==> config.mk <==
export PLATFORM = sky130hd
export DESIGN_NAME = xbank_mem_ctrl
export DESIGN_NICKNAME = d
export VERILOG_FILES = /design/src/rtl/xbank_pkg.sv /design/src/rtl/xbank_decode.sv /design/src/rtl/xbank_lane.sv /design/src/rtl/xbank_seq.sv /design/src/rtl/xbank_mem_ctrl.sv
export SDC_FILE = /design/constraint.sdc
export NUM_CORES = 1
export LEC_CHECK = 0
export ABC_AREA = 1
export BUFFER_PORTS_ARGS = -buffer_cell sky130_fd_sc_hd__buf_2
export CORE_UTILIZATION = 40
export DETAILED_ROUTE_END_ITERATION = 12
export PLACE_DENSITY = 0.71
export RECOVER_POWER = 50
export SLEW_MARGIN = 25
export SYNTH_ARGS = -nofsm -noshare
export SYNTH_HDL_FRONTEND = slang
export SYNTH_SLANG_ARGS = --single-unit
==> constraint.sdc <==
create_clock -name clk -period 5.2 [get_ports clk]
set_input_delay 0.52 -clock clk [delete_from_list [all_inputs] [get_ports clk]]
set_output_delay 0.52 -clock clk [all_outputs]
set_load 0.01 [all_outputs]
==> src/rtl/xbank_pkg.sv <==
package xbank_pkg;

  localparam int DW    = 32;
  localparam int NLANE = DW / 8;

  typedef enum logic [1:0] {
    BW_8   = 2'd0,
    BW_16  = 2'd1,
    BW_32  = 2'd2,
    BW_32X = 2'd3
  } bw_e;

  typedef enum logic [1:0] {
    ST_IDLE = 2'd0,
    ST_STRB = 2'd1,
    ST_RESP = 2'd2
  } st_e;

  // index of the final beat for a width code
  function automatic logic [1:0] last_beat(input bw_e w);
    case (w)
      BW_8:    last_beat = 2'd3;
      BW_16:   last_beat = 2'd1;
      default: last_beat = 2'd0;
    endcase
  endfunction

  // log2 of the beat size in bytes
  function automatic logic [1:0] beat_shift(input bw_e w);
    case (w)
      BW_8:    beat_shift = 2'd0;
      BW_16:   beat_shift = 2'd1;
      default: beat_shift = 2'd2;
    endcase
  endfunction

endpackage

==> src/rtl/xbank_decode.sv <==
module xbank_decode
  import xbank_pkg::*;
#(
  parameter int NBANK  = 8,
  parameter int ADDR_W = 28,
  parameter int SLOT_W = 25,
  parameter int UNIT_W = 20,
  parameter int SIZE_W = 6,
  parameter int MB_W   = 8,
  parameter int IDX_W  = 3
) (
  input  logic [ADDR_W-1:0]       addr_i,
  input  logic [SIZE_W*NBANK-1:0] size_i,
  input  logic [MB_W-1:0]         flex_base_i,
  output logic                    hit_o,
  output logic [NBANK-1:0]        sel_o,
  output logic [IDX_W-1:0]        idx_o
);

  localparam int SEL_W      = ADDR_W - SLOT_W;
  localparam int OFS_W      = SLOT_W - UNIT_W;
  localparam int SLOT_UNITS = 1 << OFS_W;

  logic [NBANK-1:0]  raw;
  logic [MB_W-1:0]   unit_no;
  logic [MB_W-1:0]   flex_dist;
  logic [SIZE_W-1:0] eff [NBANK];

  assign unit_no   = addr_i[ADDR_W-1:UNIT_W];
  assign flex_dist = unit_no - flex_base_i;

  generate
    for (genvar k = 0; k < NBANK; k++) begin : g_bank
      logic [SIZE_W-1:0] sz;
      assign sz     = size_i[SIZE_W*k +: SIZE_W];
      assign eff[k] = (32'(sz) > SLOT_UNITS) ? SIZE_W'(SLOT_UNITS) : sz;
      if (k < NBANK - 1) begin : g_fixed
        assign raw[k] = (addr_i[ADDR_W-1:SLOT_W] == SEL_W'(k)) &&
                        (32'(addr_i[SLOT_W-1:UNIT_W]) < 32'(eff[k]));
      end else begin : g_flex
        assign raw[k] = (unit_no >= flex_base_i) &&
                        (32'(flex_dist) < 32'(eff[k]));
      end
    end
  endgenerate

  // lowest index wins, so fixed banks shadow the movable one
  always_comb begin
    hit_o = 1'b0;
    sel_o = '0;
    idx_o = '0;
    for (int k = NBANK - 1; k >= 0; k--) begin
      if (raw[k]) begin
        hit_o    = 1'b1;
        sel_o    = '0;
        sel_o[k] = 1'b1;
        idx_o    = IDX_W'(k);
      end
    end
  end

endmodule

==> src/rtl/xbank_lane.sv <==
module xbank_lane
  import xbank_pkg::*;
(
  input  bw_e             wid_i,
  input  logic [1:0]      beat_i,
  input  logic [DW-1:0]   wdata_i,
  input  logic [NLANE-1:0] be_i,
  input  logic [DW-1:0]   ext_rdata_i,
  input  logic [DW-1:0]   acc_i,
  output logic [DW-1:0]   wdata_o,
  output logic [NLANE-1:0] be_n_o,
  output logic [DW-1:0]   acc_o
);

  always_comb begin
    wdata_o = wdata_i;
    be_n_o  = ~be_i;
    acc_o   = acc_i;
    case (wid_i)
      BW_8: begin
        wdata_o                  = '0;
        wdata_o[7:0]             = wdata_i[8*beat_i +: 8];
        be_n_o                   = '1;
        be_n_o[0]                = ~be_i[beat_i];
        acc_o[8*beat_i +: 8]     = ext_rdata_i[7:0];
      end
      BW_16: begin
        wdata_o                  = '0;
        wdata_o[15:0]            = wdata_i[16*beat_i[0] +: 16];
        be_n_o                   = '1;
        be_n_o[1:0]              = ~be_i[2*beat_i[0] +: 2];
        acc_o[16*beat_i[0] +: 16] = ext_rdata_i[15:0];
      end
      default: begin
        acc_o = ext_rdata_i;
      end
    endcase
  end

endmodule

==> src/rtl/xbank_seq.sv <==
module xbank_seq
  import xbank_pkg::*;
#(
  parameter int NBANK  = 8,
  parameter int ADDR_W = 28,
  parameter int CYC_W  = 3,
  parameter int IDX_W  = 3
) (
  input  logic                   clk,
  input  logic                   rst_n,
  input  logic                   req_i,
  input  logic                   we_i,
  input  logic [ADDR_W-1:0]      addr_i,
  input  logic [NLANE-1:0]       be_i,
  input  logic [DW-1:0]          wdata_i,
  input  logic                   hit_i,
  input  logic [NBANK-1:0]       sel_i,
  input  logic [IDX_W-1:0]       idx_i,
  input  logic [2*NBANK-1:0]     width_i,
  input  logic [CYC_W*NBANK-1:0] cyc_i,
  input  logic [NBANK-1:0]       wait_en_i,
  input  logic                   wait_i,
  input  logic [DW-1:0]          ext_rdata_i,
  output logic [NBANK-1:0]       cs_n_o,
  output logic [ADDR_W-1:0]      ext_addr_o,
  output logic [DW-1:0]          ext_wdata_o,
  output logic [NLANE-1:0]       ext_be_n_o,
  output logic                   oe_n_o,
  output logic                   we_n_o,
  output logic                   rdy_o,
  output logic [DW-1:0]          rdata_o
);

  st_e               state_q, state_d;
  logic [NBANK-1:0]  sel_q;
  logic [ADDR_W-1:0] base_q;
  logic              we_q;
  logic [NLANE-1:0]  be_q;
  logic [DW-1:0]     wdata_q;
  bw_e               wid_q;
  logic [CYC_W-1:0]  cyc_q, cnt_q, cnt_d;
  logic              wten_q;
  logic [1:0]        beat_q, beat_d;
  logic [DW-1:0]     acc_q, acc_d, acc_mrg;
  logic              ld;
  logic              strb;

  bw_e               wid_sel;
  logic [CYC_W-1:0]  cyc_sel;

  assign wid_sel = bw_e'(width_i[2*idx_i +: 2]);
  assign cyc_sel = cyc_i[CYC_W*idx_i +: CYC_W];

  xbank_lane i_lane (
    .wid_i       (wid_q),
    .beat_i      (beat_q),
    .wdata_i     (wdata_q),
    .be_i        (be_q),
    .ext_rdata_i (ext_rdata_i),
    .acc_i       (acc_q),
    .wdata_o     (ext_wdata_o),
    .be_n_o      (ext_be_n_o),
    .acc_o       (acc_mrg)
  );

  // next state
  always_comb begin
    state_d = state_q;
    cnt_d   = cnt_q;
    beat_d  = beat_q;
    acc_d   = acc_q;
    ld      = 1'b0;
    case (state_q)
      ST_IDLE: begin
        if (req_i) begin
          ld      = 1'b1;
          acc_d   = '0;
          beat_d  = '0;
          cnt_d   = cyc_sel;
          state_d = hit_i ? ST_STRB : ST_RESP;
        end
      end
      ST_STRB: begin
        if (cnt_q != '0) begin
          cnt_d = cnt_q - 1'b1;
        end else if (wten_q && wait_i) begin
          cnt_d = cnt_q;
        end else begin
          acc_d = acc_mrg;
          if (beat_q == last_beat(wid_q)) begin
            state_d = ST_RESP;
          end else begin
            beat_d = beat_q + 1'b1;
            cnt_d  = cyc_q;
          end
        end
      end
      default: state_d = ST_IDLE;
    endcase
  end

  // registers
  always_ff @(posedge clk or negedge rst_n) begin
    if (!rst_n) begin
      state_q <= ST_IDLE;
      cnt_q   <= '0;
      beat_q  <= '0;
      acc_q   <= '0;
      sel_q   <= '0;
      base_q  <= '0;
      we_q    <= 1'b0;
      be_q    <= '0;
      wdata_q <= '0;
      wid_q   <= BW_32;
      cyc_q   <= '0;
      wten_q  <= 1'b0;
    end else begin
      state_q <= state_d;
      cnt_q   <= cnt_d;
      beat_q  <= beat_d;
      acc_q   <= acc_d;
      if (ld) begin
        sel_q   <= hit_i ? sel_i : '0;
        base_q  <= {addr_i[ADDR_W-1:2], 2'b00};
        we_q    <= we_i;
        be_q    <= be_i;
        wdata_q <= wdata_i;
        wid_q   <= wid_sel;
        cyc_q   <= cyc_sel;
        wten_q  <= wait_en_i[idx_i];
      end
    end
  end

  assign strb       = (state_q == ST_STRB);
  assign cs_n_o     = ~(sel_q & {NBANK{strb}});
  assign oe_n_o     = ~(strb & ~we_q);
  assign we_n_o     = ~(strb & we_q);
  assign ext_addr_o = base_q + (ADDR_W'(beat_q) << beat_shift(wid_q));
  assign rdy_o      = (state_q == ST_RESP);
  assign rdata_o    = acc_q;


  rdy_pulse_chk: assert property (@(posedge clk) disable iff (!rst_n)
    rdy_o |=> !rdy_o);


  strb_hold_chk: assert property (@(posedge clk) disable iff (!rst_n)
    (strb && cnt_q != '0) |=> (strb && $stable(beat_q)));


  wait_stall_chk: assert property (@(posedge clk) disable iff (!rst_n)
    (strb && cnt_q == '0 && wten_q && wait_i) |=>
      (strb && $stable(beat_q) && cnt_q == '0));


  last_beat_chk: assert property (@(posedge clk) disable iff (!rst_n)
    (rdy_o && $past(strb)) |-> ($past(beat_q) == last_beat($past(wid_q))));


  miss_rdy_chk: assert property (@(posedge clk) disable iff (!rst_n)
    (state_q == ST_IDLE && req_i && !hit_i) |=>
      (rdy_o && (&cs_n_o) && oe_n_o && we_n_o && rdata_o == '0));

endmodule

==> src/rtl/xbank_mem_ctrl.sv <==
module xbank_mem_ctrl
  import xbank_pkg::*;
#(
  parameter int NBANK  = 8,
  parameter int ADDR_W = 28,
  parameter int SLOT_W = 25,
  parameter int UNIT_W = 20,
  parameter int CYC_W  = 3,
  localparam int SIZE_W = (SLOT_W - UNIT_W) + 1,
  localparam int MB_W   = ADDR_W - UNIT_W,
  localparam int IDX_W  = $clog2(NBANK)
) (
  input  logic                    clk,
  input  logic                    rst_n,
  input  logic                    req_i,
  input  logic                    we_i,
  input  logic [ADDR_W-1:0]       addr_i,
  input  logic [NLANE-1:0]        be_i,
  input  logic [DW-1:0]           wdata_i,
  output logic                    rdy_o,
  output logic [DW-1:0]           rdata_o,
  input  logic [2*NBANK-1:0]      bank_width_i,
  input  logic [CYC_W*NBANK-1:0]  bank_cyc_i,
  input  logic [NBANK-1:0]        bank_wait_en_i,
  input  logic [SIZE_W*NBANK-1:0] bank_size_i,
  input  logic [MB_W-1:0]         flex_base_i,
  output logic [NBANK-1:0]        cs_n_o,
  output logic [ADDR_W-1:0]       ext_addr_o,
  output logic [DW-1:0]           ext_wdata_o,
  output logic [NLANE-1:0]        ext_be_n_o,
  input  logic [DW-1:0]           ext_rdata_i,
  output logic                    oe_n_o,
  output logic                    we_n_o,
  input  logic                    wait_i
);

  // reset asserted asynchronously, released on the clock
  logic [1:0] rst_sync_q;
  logic       rst_n_s;

  always_ff @(posedge clk or negedge rst_n) begin
    if (!rst_n) rst_sync_q <= 2'b00;
    else        rst_sync_q <= {rst_sync_q[0], 1'b1};
  end
  assign rst_n_s = rst_sync_q[1];

  logic             hit;
  logic [NBANK-1:0] sel;
  logic [IDX_W-1:0] idx;

  xbank_decode #(
    .NBANK (NBANK), .ADDR_W (ADDR_W), .SLOT_W (SLOT_W), .UNIT_W (UNIT_W),
    .SIZE_W(SIZE_W), .MB_W (MB_W), .IDX_W (IDX_W)
  ) i_decode (
    .addr_i      (addr_i),
    .size_i      (bank_size_i),
    .flex_base_i (flex_base_i),
    .hit_o       (hit),
    .sel_o       (sel),
    .idx_o       (idx)
  );

  xbank_seq #(
    .NBANK (NBANK), .ADDR_W (ADDR_W), .CYC_W (CYC_W), .IDX_W (IDX_W)
  ) i_seq (
    .clk         (clk),
    .rst_n       (rst_n_s),
    .req_i       (req_i),
    .we_i        (we_i),
    .addr_i      (addr_i),
    .be_i        (be_i),
    .wdata_i     (wdata_i),
    .hit_i       (hit),
    .sel_i       (sel),
    .idx_i       (idx),
    .width_i     (bank_width_i),
    .cyc_i       (bank_cyc_i),
    .wait_en_i   (bank_wait_en_i),
    .wait_i      (wait_i),
    .ext_rdata_i (ext_rdata_i),
    .cs_n_o      (cs_n_o),
    .ext_addr_o  (ext_addr_o),
    .ext_wdata_o (ext_wdata_o),
    .ext_be_n_o  (ext_be_n_o),
    .oe_n_o      (oe_n_o),
    .we_n_o      (we_n_o),
    .rdy_o       (rdy_o),
    .rdata_o     (rdata_o)
  );


  cs_onehot_chk: assert property (@(posedge clk) disable iff (!rst_n_s)
    $onehot0(~cs_n_o));


  strobe_excl_chk: assert property (@(posedge clk) disable iff (!rst_n_s)
    !(!oe_n_o && !we_n_o));


  strobe_needs_cs_chk: assert property (@(posedge clk) disable iff (!rst_n_s)
    (!oe_n_o || !we_n_o) |-> $countones(~cs_n_o) == 1);

endmodule

Word level (Yosys, flattened, before mapping):

Index checks and enable logic that the tools add are counted.

* output and inout port bits: 107
* logic and storage cells: 163
* bits in registers: 118
* input port bits: 205

* add/subtract/negate cells: 6
* $mul: 1
* shift-type cells: 10
* mux-type cells: 69
* bitwise logic cells: 10
* equality and inequality tests: 17
* order comparisons: 19
* reduce and logical (&&, ||, !) cells: 18

Operators by type and width (count)
* case mux 32 bit (2 select lines): 3
* two-way mux 32 bit: 3
* two-way mux 8 bit: 9
* negation 5 -> 34 bit: 2
* bitwise mux 32 bit: 2
* greater-than comparator 6 bit (second input constant): 8
* two-way mux 6 bit: 8
* < comparator 5 x 6 -> 1 bit: 7
* two-way mux 3 bit: 12
* variable shift 16 x 34 -> 32 bit (first input constant): 1
* variable shift 8 x 34 -> 32 bit (first input constant): 1
* variable part select 16 x 34 -> 32 bit: 1
* variable part select 8 x 34 -> 32 bit: 1
* variable part select 32 x 6 -> 16 bit: 1
* variable part select 32 x 6 -> 8 bit: 1
* adder 28 bit: 1
* left shift 2 x 2 -> 28 bit: 1
* two-way mux 2 bit: 12
* variable part select 24 x 6 -> 3 bit: 1
* case mux 2 bit (2 select lines): 4
* variable part select 16 x 5 -> 2 bit: 1
* two-way mux 1 bit: 12
* AND reduction 4 bit: 3
* inequality test 2 bit (second input constant): 5
* other kinds (32): 50

Logic depth before layout (Yosys ltp):

* word-level depth: 16
* depth in mapped cells: 23
* depth with buffers taken out: 22

Modules after synthesis:

From an unflattened synthesis, not the netlist that was laid out.

* cells, all modules: 1582
* area, all modules: 9899.5 um^2

By module, submodules not included
* xbank_seq: cells each 791, area an instance 6040.8 um^2, sequential area each 2904.0 um^2, instances 1
* xbank_lane: cells each 485, area an instance 2099.5 um^2, sequential area each 0.0 um^2, instances 1
* xbank_decode: cells each 303, area an instance 1705.4 um^2, sequential area each 0.0 um^2, instances 1
* xbank_mem_ctrl: cells each 3, area an instance 53.8 um^2, sequential area each 50.0 um^2, instances 1

Worst setup path after synthesis:

No wires, ideal clock.

* path kind: reg2out
* start point: register i_seq.wid_q[1]
* end point: output port ext_addr_o[26]
* path buffers: 2
* arrival time: 3.549 ns
* cell stages (with the launch flop): 20
* required time: 4.680 ns
* slack: 1.131 ns
* cell sequence: dfstp_2 -> clkbuf_1 -> nor2_1 -> inv_1 -> clkbuf_1 -> a21oi_1 -> nor2_1 -> inv_1 -> fa_1 -> o21ai_2 -> nand3_2 -> nor2_4 -> nand3_4 -> nor2_4 -> nand4_1 -> or2_4 -> nor3_4 -> nand3_2 -> nor3_2 -> xor2_1

* longest elaborated chain between the ends: 4
* elaborated cells between the ends (all ways): 5
* those cells by class: 1 x add/sub; 1 x eq/ne; 1 x shift; 1 x mux; 1 x reduce/logical

RTL lines
* start, declared: line xbank_seq.sv:40 `bw_e wid_q;`
* start signal, assigned: line xbank_seq.sv:128 `wid_q <= wid_sel;`
* equality test 2 x 1 -> 1 bit or logical NOT 2 bit (tied branches): line xbank_pkg.sv:30 `case (w)`
* case mux 2 bit (2 select lines) *: line xbank_pkg.sv:30
* left shift 2 x 2 -> 28 bit *: line xbank_seq.sv:139 `assign ext_addr_o = base_q + (ADDR_W'(beat_q) << beat_shift(wid_q));`
* adder 28 bit *: line xbank_seq.sv:139
* end, declared: line xbank_mem_ctrl.sv:28 `output logic [ADDR_W-1:0] ext_addr_o,`

Mark *: on every way between the ends. The rest lies on a longest branch, timed or not.

Worst setup path in the final report:

Same ends and word-level chain as after synthesis.

==> flow_metrics.tcl <==
set metrics [dict create \
    hold_viol 0 \
    cp-end-kind "output port" \
    path_clk_slew_ns 0.06 \
    rsz0062_at_grt "false" \
    reg2reg_from "rst_sync_q[1]" \
    post-place-ws_ns 0.520 \
    num_vias 9769 \
    syn_inst 1323 \
    cts_root_buffer "clkbuf_16" \
    fin_setup_tns_ns 0 \
    fill_cells 2242 \
    antenna_found_initial 9 \
    setup_viol 0 \
    synth_warnings 0 \
    drt_iter0_drc 529 \
    ff2ff_path_depth 2 \
    holdPathEnd "i_seq.be_q[3]" \
    die_h_um 151 \
    relSlewSlack_pct -91.8 \
    pin_count 312 \
    area_growth_syn_to_layout_pct 27.6 \
    whs_ns 0.301 \
    cp-startpoint "i_seq.wid_q[1]" \
    place_congestion 0.918 \
    postRouteAntennaNets 0 \
    pwr_density_cell_nw_per_um2 521 \
    mappedNetlistNets 1581 \
    timing.fmax_ghz 0.207 \
    io_buffers 309 \
    drc 0 \
    grt_max_degree 91 \
    cts_buffer_depth 2 \
    drtPass1Iterations 5 \
    p_leak_nw 6.12 \
    critPathMaxFanout 42 \
    r2r_end "i_seq.base_q[17]" \
    htreeDepth 4 \
    criticalPathCategory "register to output port" \
    finalCritPeriodShare_pct 92.8 \
    start_util_pct 40.7 \
    tritoncts "built" \
    syn_area_um2 8860 \
    failed_checks "max-capacitance violations, max-slew violations" \
    fin_skew_ns 0.00598 \
    cap_violations 2 \
    final.setup.worst_slack_ns 0.373 \
    core_area_um2 21800 \
    ir_drop_mv 0.228 \
    rrSetupSlack_ns 0.92 \
    die_area_um2 22800 \
    period_needed_ns 4.83 \
    hp-class "primary input to register" \
    grt_pass1_wl_um 44400 \
    rows 54 \
    synth-seq-cells 118 \
    insertion_delay_ns 0.41 \
    outcome "finished, violations left" \
    holdCritStartpoint "be_i[3]" \
    grt-ovfl-total 0 \
    hold_path_depth 3 \
    cts_buffers 17 \
    die_w_um 151 \
    crit_required_ns 4.68 \
    num-nets-final 1874 \
    dp_hpwl_um 22000 \
    arrival_ns 4.31 \
    worst_pin_slew_ns 2.88 \
    avgViaCountPerCell 5.10 \
    yosysUniqueCellTypes 49 \
    power_w 0.00589 \
    drive_gt1_share_pct 21.2 \
    drt_wl_total_um 28900 \
    synth.avg_cell_area_um2 6.70 \
    grt.total_usage_pct 25.1 \
    cts.sinks 118 \
    maxSlewViolCount 118 \
    yosysSeqAreaShare_pct 33.3 \
    critPathLaunchType "register" \
    grt_pass1_vias 8973 \
    wl_per_cell_um 15.1 \
]
[how the worst max path moves through the flow]
stage | endpoint | slack [ns] | depth (start not counted)
floorplan | ext_addr_o[26] | 1.13 | 19
global placement | ext_addr_o[26] | 0.57 | 20
detailed placement | ext_addr_o[26] | 0.52 | 20
CTS | ext_addr_o[26] | 0.06 | 20
global route | ext_addr_o[26] | 0.03 | 18
finish | ext_addr_o[26] | 0.37 | 18
[repair_timing]
action,4_1_cts,5_1_grt
resized for setup,0,2
setup buffers,0,0
endpoints found under the setup margin,0,3
hold endpoints to repair,2,0
hold buffers,1,0
[cell type report]
| class | instances | area, um2 | share of cell area (%) |
|---|---|---|---|
| antenna | 6 | 15.0 | 0.133 |
| clock buffer | 17 | 425 | 3.76 |
| clock inverter | 15 | 251 | 2.22 |
| inverter | 200 | 751 | 6.64 |
| multi-input combinational | 957 | 4970 | 43.9 |
| sequential | 118 | 2950 | 26.1 |
| tap | 280 | 350 | 3.10 |
| timing repair buffer | 322 | 1590 | 14.1 |
[cell families (layout without fill, tap and decap cells)]
kind of cell / after synthesis / after routing / synth area share [%]
AND/OR/NAND/NOR: 604 / 604 / 28.2
AO/OA/AOI/OAI: 272 / 272 / 17.4
buffers and inverters: 248 / 554 / 10.7
flip-flops: 118 / 118 / 33.3
adder cells (fa/ha/maj): 53 / 53 / 7.65
XOR/XNOR: 26 / 26 / 2.57
other: 2 / 8 / 0.0847
[cell usage in the layout (no fill, tap or decap), types with 5 or more instances in the layout]
cell         n
a21oi_1     77
a22oi_1      9
a31oi_1      6
buf_2      276
buf_4        9
bufinv_16    6
clkbuf_1    36
clkbuf_16   17
clkinv_4     6
dfrtp_1    117
diode_2      6
ha_1        51
inv_1      192
inv_2        7
nand2_1    408
nand3_1     85
nor2_1      74
nor3_1       7
o211ai_1    14
o21ai_0     99
o21ai_1     11
o221ai_1     8
o22ai_1     36
xnor2_1      5
xor2_1      21
[through the flow]
step	instances	area (um2)	utilization (%)
CTS	1908	11300	52.1
finish	1915	11300	52.0
detailed placement	1875	10700	49.0
floorplan	1323	8860	-
global route	1913	11300	52.0
global placement	1875	10700	49.0
[flip-flops by register name (all words and copies together) (netlist names), 3 cells and up]
signal and count:
i_seq.rdata_o 32, i_seq.wdata_q 32, i_seq.sel_q 8, i_seq.be_q 4
i_seq.base_q 26, i_seq.cnt_q 3, i_seq.cyc_q 3
[worst max-delay path, cell delays in order, from the launching register on]
cell and delay [ns]:
dfstp_2 0.55, buf_4 0.45, inv_2 0.18, a21oi_1 0.18, ha_1 0.23, inv_1 0.09
fa_1 0.42, o21ai_2 0.20, nand3_2 0.13, nor2_4 0.15, nand3_4 0.10, nor2_4 0.12
nand4_1 0.10, or2_4 0.26, nor3_4 0.16, nand3_2 0.14, nor3_2 0.14, xor2_1 0.15
buf_2 0.14
[synthesized netlist by cell type, drive strengths merged]
cell type | count | area share [%]
a211oi | 1 | 0.085
clkinv | 1 | 0.042
dfstp | 1 | 0.30
xnor2 | 5 | 0.49
nor2 | 80 | 3.6
fa | 2 | 0.45
ha | 51 | 7.2
buf | 10 | 0.61
a31oi | 6 | 0.42
o2111ai | 1 | 0.099
a22oi | 9 | 0.76
nor4 | 4 | 0.28
a21o | 2 | 0.17
a21oi | 78 | 4.4
conb | 2 | 0.085
dfrtp | 117 | 33
clkbuf | 38 | 1.6
xor2 | 21 | 2.1
and3 | 1 | 0.071
nand2 | 412 | 18
o22ai | 36 | 2.5
nand4 | 4 | 0.28
or2 | 2 | 0.17
nor3 | 9 | 0.69
inv | 199 | 8.4
o21ai | 111 | 6.3
o211ai | 15 | 1.3
o221ai | 8 | 0.79
a221oi | 3 | 0.30
nand3 | 88 | 5.2
a21boi | 1 | 0.085
nand3b | 4 | 0.34
o32ai | 1 | 0.099
[metal layers]
layer	global-route usage (%)	up-vias	part of all wire (%)
met1	30.8	4423	41
li1	-	4893	-
met4	10.1	8	3.0
met5	0	-	0.16
met2	41.9	388	47
met3	6.02	57	8.6
[where the power goes]
part           switching, W  internal, W  total, W
Clock              0.000456     0.000903   0.00136
Combinational       0.00189     0.000993   0.00289
Sequential         0.000332      0.00131   0.00165
Total               0.00268      0.00321   0.00589
Power figures use the tool's default switching activity.
